===== src/rtl/unstick_pkg.sv =====
// Shared definitions for the I2C bus recovery pulser.
// Assumes nothing beyond a single clock domain for its users.
package unstick_pkg;

    // Recovery sequencer states
    typedef enum logic [2:0] {
        ST_IDLE   = 3'd0,
        ST_SETTLE = 3'd1,
        ST_CHECK  = 3'd2,
        ST_LOW    = 3'd3,
        ST_HIGH   = 3'd4,
        ST_WAIT   = 3'd5
    } unstick_state_e;

    // Clocks per byte on the bus and the extra acknowledge clock
    localparam int BITS_PER_BYTE = 8;
    localparam int ACK_CLOCKS    = 1;

endpackage


===== src/rtl/unstick_sync.sv =====
// Multi-stage synchronizer for asynchronous pin samples.
// Assumes the inputs idle high (released open-drain lines), so the stages reset to 1.
module unstick_sync #(
    parameter int STAGES = 2,
    parameter int WIDTH  = 2
) (
    input  logic             clk,
    input  logic             rst_n,
    input  logic [WIDTH-1:0] d_i,
    output logic [WIDTH-1:0] q_o
);

    logic [WIDTH-1:0] stage_q [STAGES];

    genvar g;
    generate
        for (g = 0; g < STAGES; g++) begin : g_stage
            if (g == 0) begin : g_first
                // First stage captures the raw pin levels
                always_ff @(posedge clk) begin
                    if (!rst_n) stage_q[g] <= '1;
                    else        stage_q[g] <= d_i;
                end
            end else begin : g_next
                // Later stages shift the value along the chain
                always_ff @(posedge clk) begin
                    if (!rst_n) stage_q[g] <= '1;
                    else        stage_q[g] <= stage_q[g-1];
                end
            end
        end
    endgenerate

    assign q_o = stage_q[STAGES-1];

endmodule


===== src/rtl/unstick_timer.sv =====
// Down-counter of microsecond ticks. A load starts an interval of load_val_i ticks.
// expire_o pulses on the tick that completes it. Assumes load_val_i >= 1.
module unstick_timer #(
    parameter int CW = 18
) (
    input  logic          clk,
    input  logic          rst_n,
    input  logic          load_i,
    input  logic [CW-1:0] load_val_i,
    input  logic          tick_i,
    output logic          expire_o
);

    logic [CW-1:0] cnt_q;

    // Remaining ticks; a load takes priority over counting
    always_ff @(posedge clk) begin
        if (!rst_n)                         cnt_q <= '0;
        else if (load_i)                    cnt_q <= load_val_i;
        else if (tick_i && cnt_q != '0)     cnt_q <= cnt_q - 1'b1;
    end

    assign expire_o = tick_i && (cnt_q == CW'(1));

endmodule


===== src/rtl/unstick_pulse_count.sv =====
// Holds the number of SCL pulses still owed. On load it computes the total from
// the packet size (9 for 0, else N*8+1); last_o flags the final pulse.
module unstick_pulse_count #(
    parameter int BYTE_W = 4,
    parameter int CW     = 7
) (
    input  logic              clk,
    input  logic              rst_n,
    input  logic              load_i,
    input  logic [BYTE_W-1:0] max_bytes_i,
    input  logic              step_i,
    output logic              last_o
);
    import unstick_pkg::*;

    localparam int DEFAULT_PULSES = BITS_PER_BYTE + ACK_CLOCKS;

    logic [CW-1:0] total;
    logic [CW-1:0] left_q;

    // Pulse total for the configured packet size
    always_comb begin
        if (max_bytes_i == '0) total = CW'(DEFAULT_PULSES);
        else                   total = CW'(max_bytes_i) * CW'(BITS_PER_BYTE) + CW'(ACK_CLOCKS);
    end

    // Pulses remaining in the current recovery
    always_ff @(posedge clk) begin
        if (!rst_n)                        left_q <= '0;
        else if (load_i)                   left_q <= total;
        else if (step_i && left_q != '0)   left_q <= left_q - 1'b1;
    end

    assign last_o = (left_q == CW'(1));

endmodule


===== src/rtl/i2c_bus_unstick.sv =====
// I2C bus recovery pulser. On start_i it takes the pins, releases both lines and
// checks for idle. If the bus is held, it clocks SCL a set number of times, then
// waits a bounded time for both lines high. Assumes scl_i/sda_i are the real pin
// levels (open-drain wired-AND) and us_tick_i is a one-cycle pulse per microsecond.
module i2c_bus_unstick #(
    parameter int BYTE_W      = 4,
    parameter int HALF_US     = 50,
    parameter int TIMEOUT_US  = 200000,
    parameter int SYNC_STAGES = 2
) (
    input  logic              clk,
    input  logic              rst_n,
    input  logic              start_i,
    input  logic [BYTE_W-1:0] max_bytes_i,
    input  logic              scl_i,
    input  logic              sda_i,
    input  logic              us_tick_i,
    output logic              scl_drive_o,
    output logic              own_bus_o,
    output logic              done_o,
    output logic              err_o
);
    import unstick_pkg::*;

    localparam int TMAX       = (TIMEOUT_US > HALF_US) ? TIMEOUT_US : HALF_US;
    localparam int TMR_W      = $clog2(TMAX + 1);
    localparam int MAX_PULSES = ((1 << BYTE_W) - 1) * BITS_PER_BYTE + ACK_CLOCKS;
    localparam int PCNT_W     = $clog2(MAX_PULSES + 1);
    localparam int SET_W      = $clog2(SYNC_STAGES + 1);

    unstick_state_e state_q, state_d;
    logic [SET_W-1:0] settle_q;
    logic [1:0]       pins_s;
    logic             bus_idle;
    logic             tmr_load, tmr_expire;
    logic [TMR_W-1:0] tmr_val;
    logic             pc_load, pc_step, pc_last;
    logic             fin, fin_err;
    logic             done_q, err_q;

    unstick_sync #(.STAGES(SYNC_STAGES), .WIDTH(2)) u_sync (
        .clk   (clk),
        .rst_n (rst_n),
        .d_i   ({scl_i, sda_i}),
        .q_o   (pins_s)
    );

    assign bus_idle = pins_s[1] & pins_s[0];

    unstick_timer #(.CW(TMR_W)) u_timer (
        .clk        (clk),
        .rst_n      (rst_n),
        .load_i     (tmr_load),
        .load_val_i (tmr_val),
        .tick_i     (us_tick_i),
        .expire_o   (tmr_expire)
    );

    unstick_pulse_count #(.BYTE_W(BYTE_W), .CW(PCNT_W)) u_pcount (
        .clk         (clk),
        .rst_n       (rst_n),
        .load_i      (pc_load),
        .max_bytes_i (max_bytes_i),
        .step_i      (pc_step),
        .last_o      (pc_last)
    );

    // Next-state and control decode for the recovery sequence
    always_comb begin
        state_d  = state_q;
        tmr_load = 1'b0;
        tmr_val  = TMR_W'(HALF_US);
        pc_load  = 1'b0;
        pc_step  = 1'b0;
        fin      = 1'b0;
        fin_err  = 1'b0;
        unique case (state_q)
            ST_IDLE: begin
                if (start_i) state_d = ST_SETTLE;
            end
            ST_SETTLE: begin
                if (settle_q <= SET_W'(1)) state_d = ST_CHECK;
            end
            ST_CHECK: begin
                if (bus_idle) begin
                    fin     = 1'b1;
                    state_d = ST_IDLE;
                end else begin
                    pc_load  = 1'b1;
                    tmr_load = 1'b1;
                    state_d  = ST_LOW;
                end
            end
            ST_LOW: begin
                if (tmr_expire) begin
                    tmr_load = 1'b1;
                    state_d  = ST_HIGH;
                end
            end
            ST_HIGH: begin
                if (tmr_expire) begin
                    pc_step  = 1'b1;
                    tmr_load = 1'b1;
                    if (pc_last) begin
                        tmr_val = TMR_W'(TIMEOUT_US);
                        state_d = ST_WAIT;
                    end else begin
                        state_d = ST_LOW;
                    end
                end
            end
            ST_WAIT: begin
                if (bus_idle) begin
                    fin     = 1'b1;
                    state_d = ST_IDLE;
                end else if (tmr_expire) begin
                    fin     = 1'b1;
                    fin_err = 1'b1;
                    state_d = ST_IDLE;
                end
            end
            default: state_d = ST_IDLE;
        endcase
    end

    // State register
    always_ff @(posedge clk) begin
        if (!rst_n) state_q <= ST_IDLE;
        else        state_q <= state_d;
    end

    // Cycles left for the synchronizer to reflect released lines
    always_ff @(posedge clk) begin
        if (!rst_n)                                  settle_q <= '0;
        else if (state_q == ST_IDLE && start_i)      settle_q <= SET_W'(SYNC_STAGES);
        else if (state_q == ST_SETTLE && settle_q != '0) settle_q <= settle_q - 1'b1;
    end

    // Registered completion strobe and result
    always_ff @(posedge clk) begin
        if (!rst_n) begin
            done_q <= 1'b0;
            err_q  <= 1'b0;
        end else begin
            done_q <= fin;
            err_q  <= fin_err;
        end
    end

    assign scl_drive_o = (state_q == ST_LOW);
    assign own_bus_o   = (state_q != ST_IDLE);
    assign done_o      = done_q;
    assign err_o       = err_q;

endmodule


===== config.mk =====
export PLATFORM = sky130hd
export DESIGN_NAME = i2c_bus_unstick
export DESIGN_NICKNAME = d
export VERILOG_FILES = /design/src/rtl/unstick_pkg.sv /design/src/rtl/unstick_sync.sv /design/src/rtl/unstick_timer.sv /design/src/rtl/unstick_pulse_count.sv /design/src/rtl/i2c_bus_unstick.sv
export SDC_FILE = /design/constraint.sdc
export NUM_CORES = 1
export LEC_CHECK = 0
export ABC_AREA = 1
export BUFFER_PORTS_ARGS = -buffer_cell sky130_fd_sc_hd__buf_2
export CAP_MARGIN = 20
export CORE_ASPECT_RATIO = 1.1
export CORE_UTILIZATION = 55
export DETAILED_ROUTE_END_ITERATION = 16
export PLACE_DENSITY = 0.76
export SLEW_MARGIN = 20
export SYNTH_ARGS = -nofsm -noshare
export SYNTH_HDL_FRONTEND = slang
export SYNTH_HIERARCHICAL = 1
export SYNTH_SLANG_ARGS = --single-unit
export TNS_END_PERCENT = 5

===== constraint.sdc =====
create_clock -name clk -period 2.3 [get_ports clk]
set_input_delay 0.46 -clock clk [delete_from_list [all_inputs] [get_ports clk]]
set_output_delay 0.46 -clock clk [all_outputs]
set_load 0.05 [all_outputs]

==> metrics <==
total CTS buffers=5; total power=3.85 mW; routability congestion estimate=0.851; RSZ-0062 raised after global routing=no; Top Ports=14; leading area contributor after synthesis=dfxtp_1; period utilization=90.6%; Hold WC Path Type=input pin to register; CP delay by family, top=simple AND/OR/NAND/NOR gates; Crit Path Class=register to register; Post CTS Setup Buffer Count=0; nature of the critical path endpoint=register; Starting Density=58.8%; Post-Route WL=approximately 5.3 mm; CP arrival=2.24 ns; placed cell areas=between 2000 and 3000 um2; Final #Nets=440; Required @ worst endpoint=2.46 ns; Rows=24; clk root buf=clkbuf_8; n_diodes=0; pre-CTS WS=0.102 ns; Synth warnings=6; Total Routing Usage GR=about a quarter; Remaining DRCs=0; Post-DP HPWL=3.96 mm; Die Y=71.3 um; Die W=65.0 um; total negative setup slack=0 ns; #FFs+latches synth=36; design area=approximately 2700 um2; first drt pass iteration count=4; vias in the first global route=2167; Layout Skew=about 0.011 ns; antenna viol nets, final=0; final hold viol count=0; depth of the CTS H-tree=2; DR vias=2393; Period minus WS final=roughly 2.1 ns; clock sinks=36; Power Density=1410 nW/um2; Leak Pwr=about 1.4 nW; post-synth top area share=30.0%; maxcap violations=0; Initial DRC Count=168; Worst-path clk slew=0.08 ns; VDD IR max=0.000800 V; port bufs=13; CTS tree=built; Layout area overhead=14.0%; Worst path slowest cell=dfxtp_1; crit-path most repeated cell=nor2_1; antenna violations before repair=0; status=complete, no violations; CP Launch Type=register; core box area=4080 um2; first-pass GRT wire length=9.21 mm; post-synth cell types=32; pin count of the biggest net entering global routing=20; Final Worst Setup Slack=around 0.22 ns; GRT overflow=0; max frequency=480 MHz; post-synthesis cell area=between 2000 and 2500 um2; wire length per cell=11.2 um; die area=about 4600 um2; worst skew pair latency=between 0.2 and 0.3 ns; Max Slew Vio Count=0; final setup vio count=0; vias per std cell=5.02; sequential cell area fraction in the yosys report=30.0%; CTS Hold Bufs=0; Final Util=67.0%; crit-path cells=nor2_1 -> nand2_2 -> nor4b_4 -> nand2_1 -> nand2_1 -> clkinvlp_4 -> nand3_1 -> nor2_1 -> nor2_1 -> nor2_1; Area contributors post-synth=dfxtp_1 30%, nand2_1 20%, nor2_1 8.4%, nand3_1 7.7%, inv_1 6.3%; clk buf depth=2; critical-path maximum fanout=7; Worst Path Buf+Inv=1; largest stage delay on the critical path=about 0.35 ns; layout cell share with drive strength beyond 1=15.8%; syn_area_per_cell=6.15 um2; Post-Syn Instances=390
-- routing by layer --
metal | up-vias | part of all wire (%) | track usage, %
li1 | 1290 | - | -
met1 | 1059 | 45 | 30.3
met2 | 40 | 51 | 46.5
met3 | 4 | 3.2 | 4.78
met4 | 0 | 0.71 | 5.68
met5 | - | 0 | 0
-- path summary, 6_finish.rpt --
kind                                                 startpoint                         endpoint  slack, ns  cells after the start
worst min-delay path                                      scl_i  u_sync/stage_q[0][1]$_SDFF_PN1_       0.34                      3
worst min register to register  u_sync/stage_q[0][0]$_SDFF_PN1_  u_sync/stage_q[1][0]$_SDFF_PN1_       0.41                      2
worst max register to register    u_timer/cnt_q[5]$_SDFFE_PN0P_   u_timer/cnt_q[13]$_SDFFE_PN0P_       0.22                     10
worst max-delay path              u_timer/cnt_q[5]$_SDFFE_PN0P_   u_timer/cnt_q[13]$_SDFFE_PN0P_       0.22                     10
-- synth_stat cells --
| library cell | number |
|---|---|
| nor2_8 | 1 |
| clkinv_1 | 1 |
| nand2_1 | 126 |
| nand4_1 | 4 |
| nand2_2 | 6 |
| nor2_2 | 9 |
| nand3_1 | 37 |
| clkbuf_1 | 4 |
| nor2_1 | 54 |
| conb_1 | 1 |
| a21oi_1 | 21 |
| nand4_4 | 1 |
| nor4b_1 | 1 |
| clkinv_2 | 1 |
| buf_6 | 1 |
| nand3_4 | 1 |
| xnor2_1 | 2 |
| nand3b_2 | 1 |
| inv_2 | 4 |
| nand2_4 | 3 |
| buf_2 | 1 |
| inv_1 | 40 |
| dfxtp_1 | 36 |
| o21ai_1 | 4 |
| nand3b_1 | 1 |
| o21ai_0 | 10 |
| xor2_1 | 5 |
| nor3_1 | 4 |
| buf_4 | 1 |
| nor2_4 | 2 |
| a21oi_2 | 1 |
| ha_1 | 6 |
-- power by group --
group / internal, mW / switching [mW]
Combinational: 0.902 / 1.52
Clock: 0.239 / 0.233
Sequential: 0.794 / 0.161
Total: 1.94 / 1.91
-- logic make-up after synthesis --
family	after synthesis	share of synthesized area [%]
compound gates	36	7.66
xor+xnor	7	2.55
fa+ha+maj	6	3.13
buf+inv	53	8.86
flops	36	30.0
other cells	1	0.156
simple gates	251	47.6
-- what timing repair did --
item / CTS / global route
endpoints found under the hold margin: 0 / 0
setup endpoints to repair: 0 / 24
resized for setup: 0 / 4
-- layout by cell type, fill, tap and decap left out, types with 2 or more instances in the layout --
cell,count
a21oi_1,21
buf_2,13
buf_4,13
clkbuf_8,6
clkinv_2,3
conb_1,9
dfxtp_1,36
ha_1,6
inv_1,39
inv_2,5
nand2_1,126
nand2_2,6
nand2_4,3
nand3_1,37
nand4_1,4
nor2_1,54
nor2_2,8
nor2_4,3
nor3_1,4
o21ai_0,10
o21ai_1,4
xnor2_1,2
xor2_1,5
-- sequential cells by signal, indices dropped and copies added, names as in the netlist --
name / count
u_timer/cnt_q: 18
state_q: 3
err_o: 1
u_sync/stage_q: 4
done_o: 1
u_pcount/left_q: 7
settle_q: 2
-- stage by stage --
step,instances,hold WS [ns]
2_1_floorplan,398,0.380
3_3_place_gp,469,0.386
3_5_place_dp,469,0.392
4_1_cts,477,0.335
5_1_grt,477,0.336
6_report,477,0.340
-- worst min-delay path, stage by stage --
cell and delay (ns):
buf_2 0.07, inv_1 0.03, nand2_1 0.04
-- layout make-up --
class / instances / area, um2
clock buffer: 6 / 82.6
multi-input combinational: 309 / 1520
inverter: 46 / 178
tap: 52 / 65.1
timing repair buffer: 26 / 163
fill: 388 / 1350
sequential: 36 / 721
clock inverter: 2 / 10.0
Note: power is estimated with default switching activity, not from simulation.
